<file path="src/rtl/cfgdec_pkg.sv">
package cfgdec_pkg;
  localparam logic [7:0] HDR_B0      = 8'h7F;
  localparam logic [7:0] HDR_B1      = 8'h01;
  localparam logic [7:0] CMD_START_0 = 8'h1A;
  localparam logic [7:0] CMD_START_1 = 8'h2B;
  localparam logic [7:0] CMD_STAT_0  = 8'h3A;
  localparam logic [7:0] CMD_STAT_1  = 8'h4B;
  localparam logic [7:0] CMD_READ_0  = 8'h5A;
  localparam logic [7:0] CMD_READ_1  = 8'h6B;

  localparam int OFF_RATE  = 0;
  localparam int OFF_FLAGS = 1;
  localparam int OFF_PWMA  = 2;
  localparam int OFF_PWMB  = 4;
  localparam int OFF_SPARE = 6;
  localparam int OFF_DEPTH = 8;
  localparam int OFF_PRE   = 12;
  localparam int OFF_TRIG1 = 16;

  typedef enum logic [1:0] {
    ST_HUNT,
    ST_HDR,
    ST_BODY,
    ST_COMMIT
  } frame_state_e;

  typedef enum logic [1:0] {
    CMD_NONE,
    CMD_START,
    CMD_STATUS,
    CMD_READ
  } cmd_kind_e;
endpackage

</file>
<file path="src/rtl/cfgdec_framer.sv">
module cfgdec_framer
  import cfgdec_pkg::*;
#(
  parameter int BODY_LEN = 82,
  localparam int IDX_W = $clog2(BODY_LEN)
) (
  input  logic             clk,
  input  logic             rst_n,
  input  logic             in_valid,
  input  logic [7:0]       in_data,
  output logic             in_ready,
  output logic             wr_en,
  output logic [IDX_W-1:0] wr_idx,
  output logic             commit
);
  localparam logic [IDX_W-1:0] LAST_IDX = IDX_W'(BODY_LEN - 1);

  frame_state_e     state_q;
  logic [IDX_W-1:0] idx_q;
  logic             accept;

  always_comb begin
    in_ready = (state_q != ST_COMMIT);
    commit   = (state_q == ST_COMMIT);
    accept   = in_valid && in_ready;
    wr_en    = accept && (state_q == ST_BODY);
    wr_idx   = idx_q;
  end

  always_ff @(posedge clk or negedge rst_n) begin
    if (!rst_n) begin
      state_q <= ST_HUNT;
      idx_q   <= '0;
    end else begin
      case (state_q)
        ST_HUNT: begin
          if (accept && in_data == HDR_B0) state_q <= ST_HDR;
        end
        ST_HDR: begin
          if (accept) begin
            if (in_data == HDR_B1) begin
              state_q <= ST_BODY;
              idx_q   <= '0;
            end else if (in_data != HDR_B0) begin
              state_q <= ST_HUNT;
            end
          end
        end
        ST_BODY: begin
          if (accept) begin
            if (idx_q == LAST_IDX) state_q <= ST_COMMIT;
            else                   idx_q   <= idx_q + 1'b1;
          end
        end
        default: state_q <= ST_HUNT;
      endcase
    end
  end
endmodule

</file>
<file path="src/rtl/cfgdec_shadow.sv">
module cfgdec_shadow
  import cfgdec_pkg::*;
#(
  parameter int BODY_LEN = 82,
  localparam int IDX_W = $clog2(BODY_LEN)
) (
  input  logic                  clk,
  input  logic                  rst_n,
  input  logic                  wr_en,
  input  logic [IDX_W-1:0]      wr_idx,
  input  logic [7:0]            wr_data,
  output logic [BODY_LEN*8-1:0] body
);
  for (genvar i = 0; i < BODY_LEN; i++) begin : g_byte
    if (i == OFF_SPARE || i == OFF_SPARE + 1) begin : g_skip
      assign body[8*i +: 8] = '0;
    end else begin : g_keep
      logic [7:0] q;
      always_ff @(posedge clk or negedge rst_n) begin
        if (!rst_n)                                 q <= '0;
        else if (wr_en && wr_idx == IDX_W'(i))      q <= wr_data;
      end
      assign body[8*i +: 8] = q;
    end
  end
endmodule

</file>
<file path="src/rtl/cfgdec_check.sv">
module cfgdec_check
  import cfgdec_pkg::*;
#(
  parameter int TRIG_WORDS = 8,
  parameter int PWM_BITS   = 12,
  parameter int MIN_DEPTH  = 2048,
  parameter int MAX_DEPTH  = 67108864,
  parameter int ALIGN_BITS = 9,
  localparam int REC_W     = TRIG_WORDS * 32,
  localparam int REC_BYTES = TRIG_WORDS * 4,
  localparam int BODY_LEN  = OFF_TRIG1 + 2 * REC_BYTES + 2
) (
  input  logic [BODY_LEN*8-1:0] body,
  output logic [7:0]            rate_code,
  output logic                  trig1_en,
  output logic                  trig2_en,
  output logic                  trig_and,
  output logic [PWM_BITS-1:0]   pwm_a,
  output logic [PWM_BITS-1:0]   pwm_b,
  output logic [31:0]           sample_depth,
  output logic [31:0]           pre_depth,
  output logic [REC_W-1:0]      trig1_rec,
  output logic [REC_W-1:0]      trig2_rec,
  output cmd_kind_e             kind,
  output logic                  depth_ok
);
  localparam int OFF_TRIG2 = OFF_TRIG1 + REC_BYTES;
  localparam int OFF_CMD   = OFF_TRIG2 + REC_BYTES;
  localparam logic [15:0] PWM_MAX = 16'((1 << PWM_BITS) - 1);

  logic [7:0]  flags;
  logic [15:0] raw_a;
  logic [15:0] raw_b;
  logic [7:0]  cmd0;
  logic [7:0]  cmd1;
  logic        unused_bits;

  always_comb begin
    rate_code    = body[8*OFF_RATE +: 8];
    flags        = body[8*OFF_FLAGS +: 8];
    raw_a        = body[8*OFF_PWMA +: 16];
    raw_b        = body[8*OFF_PWMB +: 16];
    sample_depth = body[8*OFF_DEPTH +: 32];
    pre_depth    = body[8*OFF_PRE +: 32];
    trig1_rec    = body[8*OFF_TRIG1 +: REC_W];
    trig2_rec    = body[8*OFF_TRIG2 +: REC_W];
    cmd0         = body[8*OFF_CMD +: 8];
    cmd1         = body[8*(OFF_CMD+1) +: 8];

    trig1_en = flags[0];
    trig2_en = flags[1];
    trig_and = flags[2];

    pwm_a = (raw_a > PWM_MAX) ? PWM_MAX[PWM_BITS-1:0] : raw_a[PWM_BITS-1:0];
    pwm_b = (raw_b > PWM_MAX) ? PWM_MAX[PWM_BITS-1:0] : raw_b[PWM_BITS-1:0];

    depth_ok = (sample_depth >= 32'(MIN_DEPTH)) &&
               (sample_depth <= 32'(MAX_DEPTH)) &&
               (sample_depth[ALIGN_BITS-1:0] == '0) &&
               (pre_depth < sample_depth);

    if      (cmd0 == CMD_START_0 && cmd1 == CMD_START_1) kind = CMD_START;
    else if (cmd0 == CMD_STAT_0  && cmd1 == CMD_STAT_1)  kind = CMD_STATUS;
    else if (cmd0 == CMD_READ_0  && cmd1 == CMD_READ_1)  kind = CMD_READ;
    else                                                 kind = CMD_NONE;
  end

  assign unused_bits = ^{flags[7:3], body[8*OFF_SPARE +: 16]};
endmodule

</file>
<file path="src/rtl/cfg_packet_decoder.sv">
module cfg_packet_decoder
  import cfgdec_pkg::*;
#(
  parameter int TRIG_WORDS = 8,
  parameter int PWM_BITS   = 12,
  parameter int MIN_DEPTH  = 2048,
  parameter int MAX_DEPTH  = 67108864,
  parameter int ALIGN_BITS = 9,
  localparam int REC_W     = TRIG_WORDS * 32
) (
  input  logic                clk,
  input  logic                rst_n,
  input  logic                in_valid,
  input  logic [7:0]          in_data,
  output logic                in_ready,
  output logic [7:0]          rate_code,
  output logic                trig1_en,
  output logic                trig2_en,
  output logic                trig_and,
  output logic [PWM_BITS-1:0] pwm_a,
  output logic [PWM_BITS-1:0] pwm_b,
  output logic [31:0]         sample_depth,
  output logic [31:0]         pre_depth,
  output logic [REC_W-1:0]    trig1_rec,
  output logic [REC_W-1:0]    trig2_rec,
  output logic                start_pulse,
  output logic                status_pulse,
  output logic                readout_pulse,
  output logic                param_err
);
  localparam int REC_BYTES = TRIG_WORDS * 4;
  localparam int BODY_LEN  = OFF_TRIG1 + 2 * REC_BYTES + 2;
  localparam int IDX_W     = $clog2(BODY_LEN);

  logic                  wr_en;
  logic [IDX_W-1:0]      wr_idx;
  logic                  commit;
  logic [BODY_LEN*8-1:0] body;

  logic [7:0]            n_rate;
  logic                  n_t1, n_t2, n_and;
  logic [PWM_BITS-1:0]   n_pwm_a, n_pwm_b;
  logic [31:0]           n_depth, n_pre;
  logic [REC_W-1:0]      n_rec1, n_rec2;
  cmd_kind_e             kind;
  logic                  depth_ok;

  cfgdec_framer #(.BODY_LEN(BODY_LEN)) u_framer (
    .clk      (clk),
    .rst_n    (rst_n),
    .in_valid (in_valid),
    .in_data  (in_data),
    .in_ready (in_ready),
    .wr_en    (wr_en),
    .wr_idx   (wr_idx),
    .commit   (commit)
  );

  cfgdec_shadow #(.BODY_LEN(BODY_LEN)) u_shadow (
    .clk     (clk),
    .rst_n   (rst_n),
    .wr_en   (wr_en),
    .wr_idx  (wr_idx),
    .wr_data (in_data),
    .body    (body)
  );

  cfgdec_check #(
    .TRIG_WORDS (TRIG_WORDS),
    .PWM_BITS   (PWM_BITS),
    .MIN_DEPTH  (MIN_DEPTH),
    .MAX_DEPTH  (MAX_DEPTH),
    .ALIGN_BITS (ALIGN_BITS)
  ) u_check (
    .body         (body),
    .rate_code    (n_rate),
    .trig1_en     (n_t1),
    .trig2_en     (n_t2),
    .trig_and     (n_and),
    .pwm_a        (n_pwm_a),
    .pwm_b        (n_pwm_b),
    .sample_depth (n_depth),
    .pre_depth    (n_pre),
    .trig1_rec    (n_rec1),
    .trig2_rec    (n_rec2),
    .kind         (kind),
    .depth_ok     (depth_ok)
  );

  always_ff @(posedge clk or negedge rst_n) begin
    if (!rst_n) begin
      rate_code     <= '0;
      trig1_en      <= 1'b0;
      trig2_en      <= 1'b0;
      trig_and      <= 1'b0;
      pwm_a         <= '0;
      pwm_b         <= '0;
      sample_depth  <= '0;
      pre_depth     <= '0;
      trig1_rec     <= '0;
      trig2_rec     <= '0;
      start_pulse   <= 1'b0;
      status_pulse  <= 1'b0;
      readout_pulse <= 1'b0;
      param_err     <= 1'b0;
    end else begin
      start_pulse   <= 1'b0;
      status_pulse  <= 1'b0;
      readout_pulse <= 1'b0;
      if (commit) begin
        case (kind)
          CMD_START: begin
            if (depth_ok) begin
              rate_code    <= n_rate;
              trig1_en     <= n_t1;
              trig2_en     <= n_t2;
              trig_and     <= n_and;
              pwm_a        <= n_pwm_a;
              pwm_b        <= n_pwm_b;
              sample_depth <= n_depth;
              pre_depth    <= n_pre;
              trig1_rec    <= n_rec1;
              trig2_rec    <= n_rec2;
              start_pulse  <= 1'b1;
              param_err    <= 1'b0;
            end else begin
              param_err    <= 1'b1;
            end
          end
          CMD_STATUS: status_pulse  <= 1'b1;
          CMD_READ:   readout_pulse <= 1'b1;
          default: ;
        endcase
      end
    end
  end
endmodule

</file>
<file path="config.mk">
export PLATFORM = sky130hd
export DESIGN_NAME = cfg_packet_decoder
export DESIGN_NICKNAME = d
export VERILOG_FILES = /design/src/rtl/cfgdec_pkg.sv /design/src/rtl/cfgdec_framer.sv /design/src/rtl/cfgdec_shadow.sv /design/src/rtl/cfgdec_check.sv /design/src/rtl/cfg_packet_decoder.sv
export SDC_FILE = /design/constraint.sdc
export NUM_CORES = 1
export LEC_CHECK = 0
export CAP_MARGIN = 30
export CORE_UTILIZATION = 40
export CTS_BUF_LIST = sky130_fd_sc_hd__clkbuf_2 sky130_fd_sc_hd__clkbuf_4 sky130_fd_sc_hd__clkbuf_8
export DETAILED_ROUTE_END_ITERATION = 6
export SLEW_MARGIN = 40
export SYNTH_ARGS = -nofsm -noshare
export SYNTH_HDL_FRONTEND = slang
export SYNTH_HIERARCHICAL = 1
export SYNTH_SLANG_ARGS = --single-unit
</file>
<file path="constraint.sdc">
create_clock -name clk -period 6.55 [get_ports clk]
set_input_delay 1.31 -clock clk [delete_from_list [all_inputs] [get_ports clk]]
set_output_delay 1.31 -clock clk [all_outputs]
set_load 0.01 [all_outputs]
</file>
# Word-level counts from Yosys, hierarchy flattened
# Cells that the tools add are included.
[word_totals]
ff_bits = 1259
output_inout_bits = 616
elab_cells = 326
[op_classes]
n_lt_le_gt_ge = 5
n_mux = 25
add_sub_neg = 1
eq_ne = 102
n_reduce_logical = 97
[op_table]
columns = ["cell", "n"]
rows = [
  ["$eq 7x6->1 const B", 32],
  ["$eq 7x7->1 const B", 18],
  ["$eq 7x5->1 const B", 16],
  ["$logic_and 1x1->1", 89],
  ["$eq 7x4->1 const B", 8],
  ["$eq 8x7->1 const B", 4],
  ["$ge 32x12->1 const B", 1],
  ["$gt 16x12->1 const B", 2],
  ["$le 32x27->1 const B", 1],
  ["$lt 32x32->1", 1],
  ["$mux 7", 4],
  ["$mux 12", 2],
  ["$mux 2", 9],
  ["$eq 8x6->1 const B", 2],
  ["$eq 7x2->1 const B", 2],
  ["$eq 7x3->1 const B", 2],
  ["$pmux 7 s2", 1],
  ["$reduce_and 5->1", 2],
  ["$logic_not 9->1", 1],
  ["$eq 2x2->1 const B", 4],
  ["$eq 8x1->1 const B", 1],
  ["$eq 8x5->1 const B", 1],
  ["$mux 1", 8],
  ["$ne 2x1->1 const B", 4],
  ["other kinds (12)", 15],
]

# Depth between registers and ports, before layout
# Gate-level depths: netlist of the first run.
[logic_depth]
ltp_word = 8
depth_mapped = 12
mapped_depth_nobuf = 9

# Hierarchy
# The synthesis of the first run kept the hierarchy.
[modules_own_cells]
columns = ["mod", "cells_each", "seq_area_each_um2", "area_per_inst_um2", "instances"]
rows = [
  ["cfg_packet_decoder", 1301, 15389.8, 25763.5, 1],
  ["cfgdec_shadow", 1518, 16015.4, 24681.2, 1],
  ["cfgdec_check", 747, 0.0, 5546.6, 1],
  ["cfgdec_framer", 55, 225.2, 538.0, 1],
]

# Worst setup path after synthesis of the first run
# No wires, ideal clock.
[synth_timing]
kind = "register -> register"
from = "register u_shadow.g_byte[11].g_keep.q[3]"
to = "register pre_depth[0]"
setup_ps = 125
t_arrival_ps = 2818
setup_slack_ps = 3607
path_stages_with_launch = 13
period_less_slack_ps = 2943
cell_sequence = "dfrtp_1 -> inv_1 -> ha_1 -> a21o_1 -> a21o_1 -> a211o_1 -> a311o_1 -> a31oi_1 -> and4b_1 -> buf_6 -> buf_12 -> buf_12 -> mux2_4"
[synth_between]
elab_chain_len = 5
elab_cells_between_ends = 7
[synth_rtl]
columns = ["item", "line_no", "rtl"]
rows = [
  ["start: declaration", "cfgdec_shadow.sv:18", "logic [7:0] q;"],
  ["start signal: assignment", "cfgdec_shadow.sv:21", "else if (wr_en && wr_idx == IDX_W'(i)) q <= wr_data;"],
  ["$ge 32x12->1 or $le 32x27->1 (tied branches)", "cfgdec_check.sv:57, cfgdec_check.sv:58", ""],
  ["$logic_and 1x1->1", "cfgdec_check.sv:57", "depth_ok = (sample_depth >= 32'(MIN_DEPTH)) &&"],
  ["$logic_and 1x1->1", "cfgdec_check.sv:58", "(sample_depth <= 32'(MAX_DEPTH)) &&"],
  ["$logic_and 1x1->1 (*)", "cfgdec_check.sv:59", "(sample_depth[ALIGN_BITS-1:0] == '0) &&"],
  ["named net depth_ok", "cfg_packet_decoder.sv:46", "logic depth_ok;"],
  ["$reduce_and 3->1 (no source line) (*)", "--", ""],
  ["end signal: assignment", "cfg_packet_decoder.sv:121", "pre_depth <= n_pre;"],
  ["end: declaration", "cfg_packet_decoder.sv:23", "output logic [31:0] pre_depth,"],
]
# Mark *: on every way through the listed nets, which the timed path passes. The rest lies on a longest branch.
# A chain may end at the register's enable or synchronous reset.

# Final worst setup path of the first run
[layout_timing]
from = "register u_shadow.g_byte[8].g_keep.q[5]"
to = "register pre_depth[31]"
[layout_between]
elab_chain_len = 5
elab_cells_between_ends = 8
[layout_rtl]
columns = ["item", "line_no"]
rows = [
  ["start: declaration", "cfgdec_shadow.sv:18"],
  ["start signal: assignment", "cfgdec_shadow.sv:21"],
  ["$ge 32x12->1 or $le 32x27->1 (tied branches)", "cfgdec_check.sv:57, cfgdec_check.sv:58"],
  ["$logic_and 1x1->1", "cfgdec_check.sv:57"],
  ["$logic_and 1x1->1", "cfgdec_check.sv:58"],
  ["$logic_and 1x1->1 (*)", "cfgdec_check.sv:59"],
  ["named net depth_ok", "cfg_packet_decoder.sv:46"],
  ["$reduce_and 3->1 (no source line) (*)", "--"],
]
# Marks and branches as above.

==> results of run 1 <==
[placed cells by master (no fill, tap or decap), types with 8 or more instances in the layout]
master           count
mux2_1              37
dfrtp_1           1255
nand2_1             41
inv_1               36
mux2_2             622
nor2_2              13
clkdlybuf4s50_1    617
a21oi_1             11
buf_4               39
nand2b_1            29
buf_6                8
clkbuf_4            68
ha_1                33
nand3_1             27
mux2_4             587
clkinv_2            24
clkbuf_8           268
nor2_1              13
buf_12              17
clkinvlp_4           8
[layout make-up]
| cell class | count | area share, % |
|---|---|---|
| Clock inverter | 46 | 0.731 |
| Timing Repair Buffer | 684 | 10.9 |
| Tap cell | 1876 | 3.66 |
| Clock buffer | 336 | 6.54 |
| Antenna cell | 3 | 0.0117 |
| Inverter | 36 | 0.210 |
| Sequential cell | 1259 | 49.1 |
| Multi-Input combinational cell | 1534 | 28.9 |
[metal layers]
layer  vias to the layer above  routed length (um)  GRT usage [%]
li1                      12100                   -              -
met1                     14700               62900           26.7
met2                       723               64300           30.3
met3                       187               10300           6.65
met4                         2                3120           5.88
met5                         -                  19              0
[metrics by stage]
stage / hold slack [ns] / total power [mW] / instance area (um^2) / utilization (%) / setup slack (ns)
final: 0.388 / 15.7 / 64200 / 46.0 / 2.54
after global routing: 0.353 / 16.3 / 64200 / 46.0 / 2.36
after CTS: 0.303 / 15.9 / 64100 / 46.0 / 2.46
after detailed placement: 0.476 / 8.24 / 59500 / 42.6 / 2.31
after global placement: 0.463 / 8.24 / 59300 / 42.5 / 2.01
after floorplan: 0.459 / 7.97 / 56200 / - / 3.61
[worst reg2reg max path: cells and delay by family, from the launching register on]
family | cells | cell delay, ns
flip-flops | 1 | 0.48
adder cells (fa/ha/maj) | 1 | 0.31
AND/OR/NAND/NOR | 1 | 0.57
multiplexers | 1 | 0.42
buffers and inverters | 3 | 0.93
AO/OA/AOI/OAI | 5 | 1.19
[flip-flops by register name, indices dropped and copies added, names as in the netlist, 2 cells and up]
register                  flops
pwm_b                        12
sample_depth                 32
pwm_a                        12
trig2_rec                   256
u_framer/wr_idx               7
rate_code                     8
trig1_rec                   256
u_framer/state_q              2
u_shadow/g_byte.g_keep.q    635
pre_depth                    32
[power by group through the flow]
stage | combinational, mW | sequential (mW) | clock, mW
6_report | 0.307 | 7.78 | 7.58
3_5_place_dp | 0.323 | 7.92 | 0
4_1_cts | 0.323 | 7.78 | 7.83
3_3_place_gp | 0.318 | 7.92 | 0
5_1_grt | 0.348 | 7.77 | 8.16
2_1_floorplan | 0.0483 | 7.92 | 0
[worst min-delay path by stage]
stage / to / slack [ns] / depth (start not counted)
floorplan: u_shadow/g_byte[79].g_keep.q[7] / 0.46 / 1
global placement: u_shadow/g_byte[79].g_keep.q[7] / 0.46 / 1
detailed placement: u_shadow/g_byte[71].g_keep.q[4] / 0.48 / 1
CTS: pre_depth[0] / 0.30 / 1
global route: trig1_rec[134] / 0.35 / 1
finish: trig1_rec[134] / 0.39 / 1
==> metrics.txt, run 1 <==
CP delay by family, top compound AO/OA/AOI/OAI gates; global-route wire length before repair just over 200 mm; H-Tree Depth 4; vias per inst 4.81; syn avg cell area roughly 16 um^2; Post-route DRC 0; Fmax achieved around 250 MHz; Worst Skew 0.0663 ns; Syn-to-layout area delta 14.2%; crit path time final 4.01 ns; RSZ-0062 raised after global routing false; CTS root buf clkbuf_8; I/O pin cnt 627; Reg area between 30000 and 40000 um^2; sequential share of power 49.7%; critical path endpoint category flop; Worst path max stage delay 0.57 ns; pin count of the biggest net entering global routing 150; CTS Sinks 1259; flop2flop setup slack around 2.5 ns; Final Non-Filler Cells 5774; headroom to the max-slew limit 42.8%; Crit Path Max Fanout 35; Resized Gates After CTS 0; Clock power frac 48.4%; Max Root-Sink Buffers 3; grt total ovfl 0; TritonCTS buffer count 210; synth warn 6; crit path buf inv count 3; max_cap viols 0; clk_lat worst skew 0.94 ns; core outline area 140000 um^2; vias in the first global route between 20000 and 30000; Starting DRT DRC Count between 1000 and 1500; r2r startpoint u_shadow/g_byte[8].g_keep.q[5]; share of post-route cells with drive strength above 1 between 40% and 50%; CTS tree yes; reg2reg end pre_depth[31]; placed insts 5387; initial core utilization 40.3%; Post-Syn Area roughly 56000 um^2; Setup violations, final 0; routed wire length 141 mm; Power Density between 200 and 250 nW/um^2; Die X 377 um; Final ANT Viol Nets 0; Syn Inst Count 3594; mean routed wirelength per cell 24.4 um; Multi-input gate area 18500 um^2; All-Layer GR Usage 19.8%; setup_tns 0 ns; Pint 12.1 mW; post-cts hold buffer count 0; slowest CP cell and4b_4; R2R cell count 11; Comb power frac 2.0%; Leak Pwr 31.1 nW; crit-path cells inv_1, ha_1, a21o_1, a211oi_1, o31a_1, o311ai_1, a31oi_1, and4b_4, buf_12, buf_4, mux2_2; peak supply drop 165 uV; critical path arrival 4.83 ns; fin crit share about three fifths; P_sw 3.58 mW; Sw Ratio 22.8%; fin nets 3769; num rows 137; Post-CTS Setup Inserts 0; Buffers on Ports approximately 630; length of the first detailed-routing pass in iterations 6; Hold Path Class input port to async pin; hpwl dp 89.9 mm; crit path launch type flop; Max Slew Vio Count 0; Die Y 377 um; Levels on crit path 11; Vias around 28000; worst slew pin tran 0.858 ns; post-synth net total 3638; Worst EP required 7.37 ns; Placer Congestion 0.744; antenna violations before repair 6; crit path launch u_shadow/g_byte[8].g_keep.q[5]; Reg clk slew, reported paths 0.06 ns; CP Capture Point pre_depth[31]; fill cell count about 12000; Hold Violations, Final 0; status complete, no violations; critical path type flop to flop; die area 142000 um^2
No activity file was read; power rests on OpenSTA's default activity.
==> run 2, diff against run 1 <==
Clock period 6.55 ns to 3.9 ns, I/O delays scaled along.
==> metrics.txt, run 2 (synthesis results as in run 1) <==
Pint 19.8 mW; peak supply drop 270 uV; most frequent cells in the layout dfrtp_1 (1257), mux2_2 (622), clkdlybuf4s50_1 (617); global-route wire length before repair 207 mm; Clock power frac between 40% and 50%; headroom to the max-slew limit 44.5%; final core occ between 40 and 50%; crit-path cells inv_1, ha_1, a21o_1, a21o_1, a211o_1, a311o_1, a31oi_1, and4b_4, buf_12, buf_12, mux2_4; initial core utilization 40.3%; crit path time final 3.51 ns; fin nets 3819; crit path buf inv count 3; H-Tree Depth 4; die area 142000 um^2; Final ANT Viol Nets 0; Worst path max stage delay 0.39 ns; Largest register FFs 635; Syn-to-layout area delta 14.8%; share of post-route cells with drive strength above 1 ~44%; critical path endpoint category flop; Worst Hold Depth 1; hold path startpoint u_shadow/g_byte[16].g_keep.q[7]; Setup violations, final 0; Die Y 377 um; max_cap viols 0; length of the first detailed-routing pass in iterations 5; Hold EP trig1_rec[7]; Worst Skew 0.0533 ns; critical path type flop to flop; CP delay by family, top compound AO/OA/AOI/OAI gates; vias in the first global route 29300; setup_tns 0 ns; Hold Path Class flop to flop; Resized Gates After CTS 0; overall power 25.7 mW; I/O pin cnt 627; Worst EP required 4.66 ns; pin count of the biggest net entering global routing 110; Hold Violations, Final 0; antenna violations before repair 7; Levels on crit path 11; P_sw slightly below 6 mW; Placer Congestion 0.758; Fmax achieved 285 MHz; RSZ-0062 raised after global routing false; critical path arrival around 4.3 ns; Leak Pwr 31.4 nW; crit path launch type flop; hpwl dp about 92 mm; Crit Path Max Fanout 34; WHS about 0.46 ns; most common cell after layout, fill and taps aside dfrtp_1; TritonCTS buffer count 207; sequential share of power between 50% and 60%; num rows 137; Post-CTS Setup Inserts 0; flop2flop setup slack 0.39 ns; Sw Ratio 22.8%; All-Layer GR Usage 19.8%; Starting DRT DRC Count 1416; reg2reg end trig1_rec[115]; worst slew pin tran 0.833 ns; vias per inst 4.80; CTS tree yes; Max Root-Sink Buffers 3; slowest CP cell dfrtp_1; grt total ovfl 0; status complete, no violations; r2r startpoint u_shadow/g_byte[11].g_keep.q[3]; Comb power frac 2.1%; Post-route DRC 0; mean routed wirelength per cell 24.1 um; Reg with most FFs u_shadow/g_byte.g_keep.q; routed wire length around 140 mm; biggest regs u_shadow/g_byte.g_keep.q (635), trig1_rec (256), trig2_rec (256); Power Density 398 nW/um^2; CTS root buf clkbuf_8; Die X 377 um; R2R cell count 11; clk_lat worst skew a little over 0.9 ns; Max Slew Vio Count 0; fin crit share roughly nine tenths; Buffers on Ports between 600 and 700; Vias 27900; core outline area 140000 um^2; CTS Sinks approximately 1300; Reg clk slew, reported paths 0.06 ns
==> run 2: changes by cell type in the layout (fill, tap and decap cells not counted), sizes merged <==
cell and change:
diode +1, inv +2, clkbuf +4, clkinv -9
dlygate4sd3 +1, bufinv -5, buf +52, clkinvlp -6
==> run 2: worst max path at each step <==
stage	from	endpoint
finish	u_shadow/g_byte[11].g_keep.q[3]	trig1_rec[115]
global route	u_shadow/g_byte[11].g_keep.q[3]	sample_depth[23]
CTS	u_shadow/g_byte[9].g_keep.q[6]	trig1_rec[115]
detailed placement	in_valid	u_shadow/g_byte[4].g_keep.q[5]
global placement	in_valid	u_shadow/g_byte[50].g_keep.q[5]
floorplan	u_shadow/g_byte[11].g_keep.q[3]	pre_depth[0]
==> run 2: worst reg2reg max path: cells and delay by family, from the launching register on <==
kind / cells / cell delay [ns]
compound gates: 5 / 1.22
simple gates: 1 / 0.35
flops: 1 / 0.39
fa+ha+maj: 1 / 0.31
buf+inv: 3 / 0.70
mux: 1 / 0.38
==> run 2: power by group through the flow <==
stage,Sequential [mW],Clock (mW),Combinational (mW)
floorplan,13.3,0,0.0812
global placement,13.3,0,0.568
detailed placement,13.3,0,0.570
CTS,13.1,12.5,0.573
global route,13.1,13.1,0.611
finish,13.1,12.1,0.537
==> run 2: what timing repair did <==
| action | in CTS | in global routing |
|---|---|---|
| endpoints found under the setup margin | 0 | 0 |
| hold buffers | 1 | 0 |
| endpoints found under the hold margin | 79 | 0 |
==> run 2: metal layers <==
layer	track usage, %	wire (um)	vias to the layer above
met2	30.5	64300	695
met4	5.15	2920	0
met5	0	0	-
met3	4.56	7400	182
met1	28.0	65600	14800
li1	-	-	12200
==> run 2: area by class of cell <==
| type | count | area [um^2] |
|---|---|---|
| multi-input cells | 1534 | 18500 |
| fillers | 12300 | 75000 |
| clock inverters | 28 | 269 |
| flip-flops and latches | 1259 | 31500 |
| diodes | 4 | 10.0 |
| inverters | 36 | 135 |
| well taps | 1876 | 2350 |
| clock buffers | 340 | 4130 |
| repair buffers | 737 | 7590 |
==> run 2: metrics by stage <==
| stage | cell area, um^2 | cells | setup slack [ns] |
|---|---|---|---|
| 2_1_floorplan | 56200 | 3594 | 0.957 |
| 3_3_place_gp | 60100 | 5440 | 0.0545 |
| 3_5_place_dp | 60100 | 5441 | 0.224 |
| 4_1_cts | 64500 | 5810 | 0.376 |
| 5_1_grt | 64500 | 5812 | 0.276 |
| 6_report | 64500 | 5814 | 0.392 |
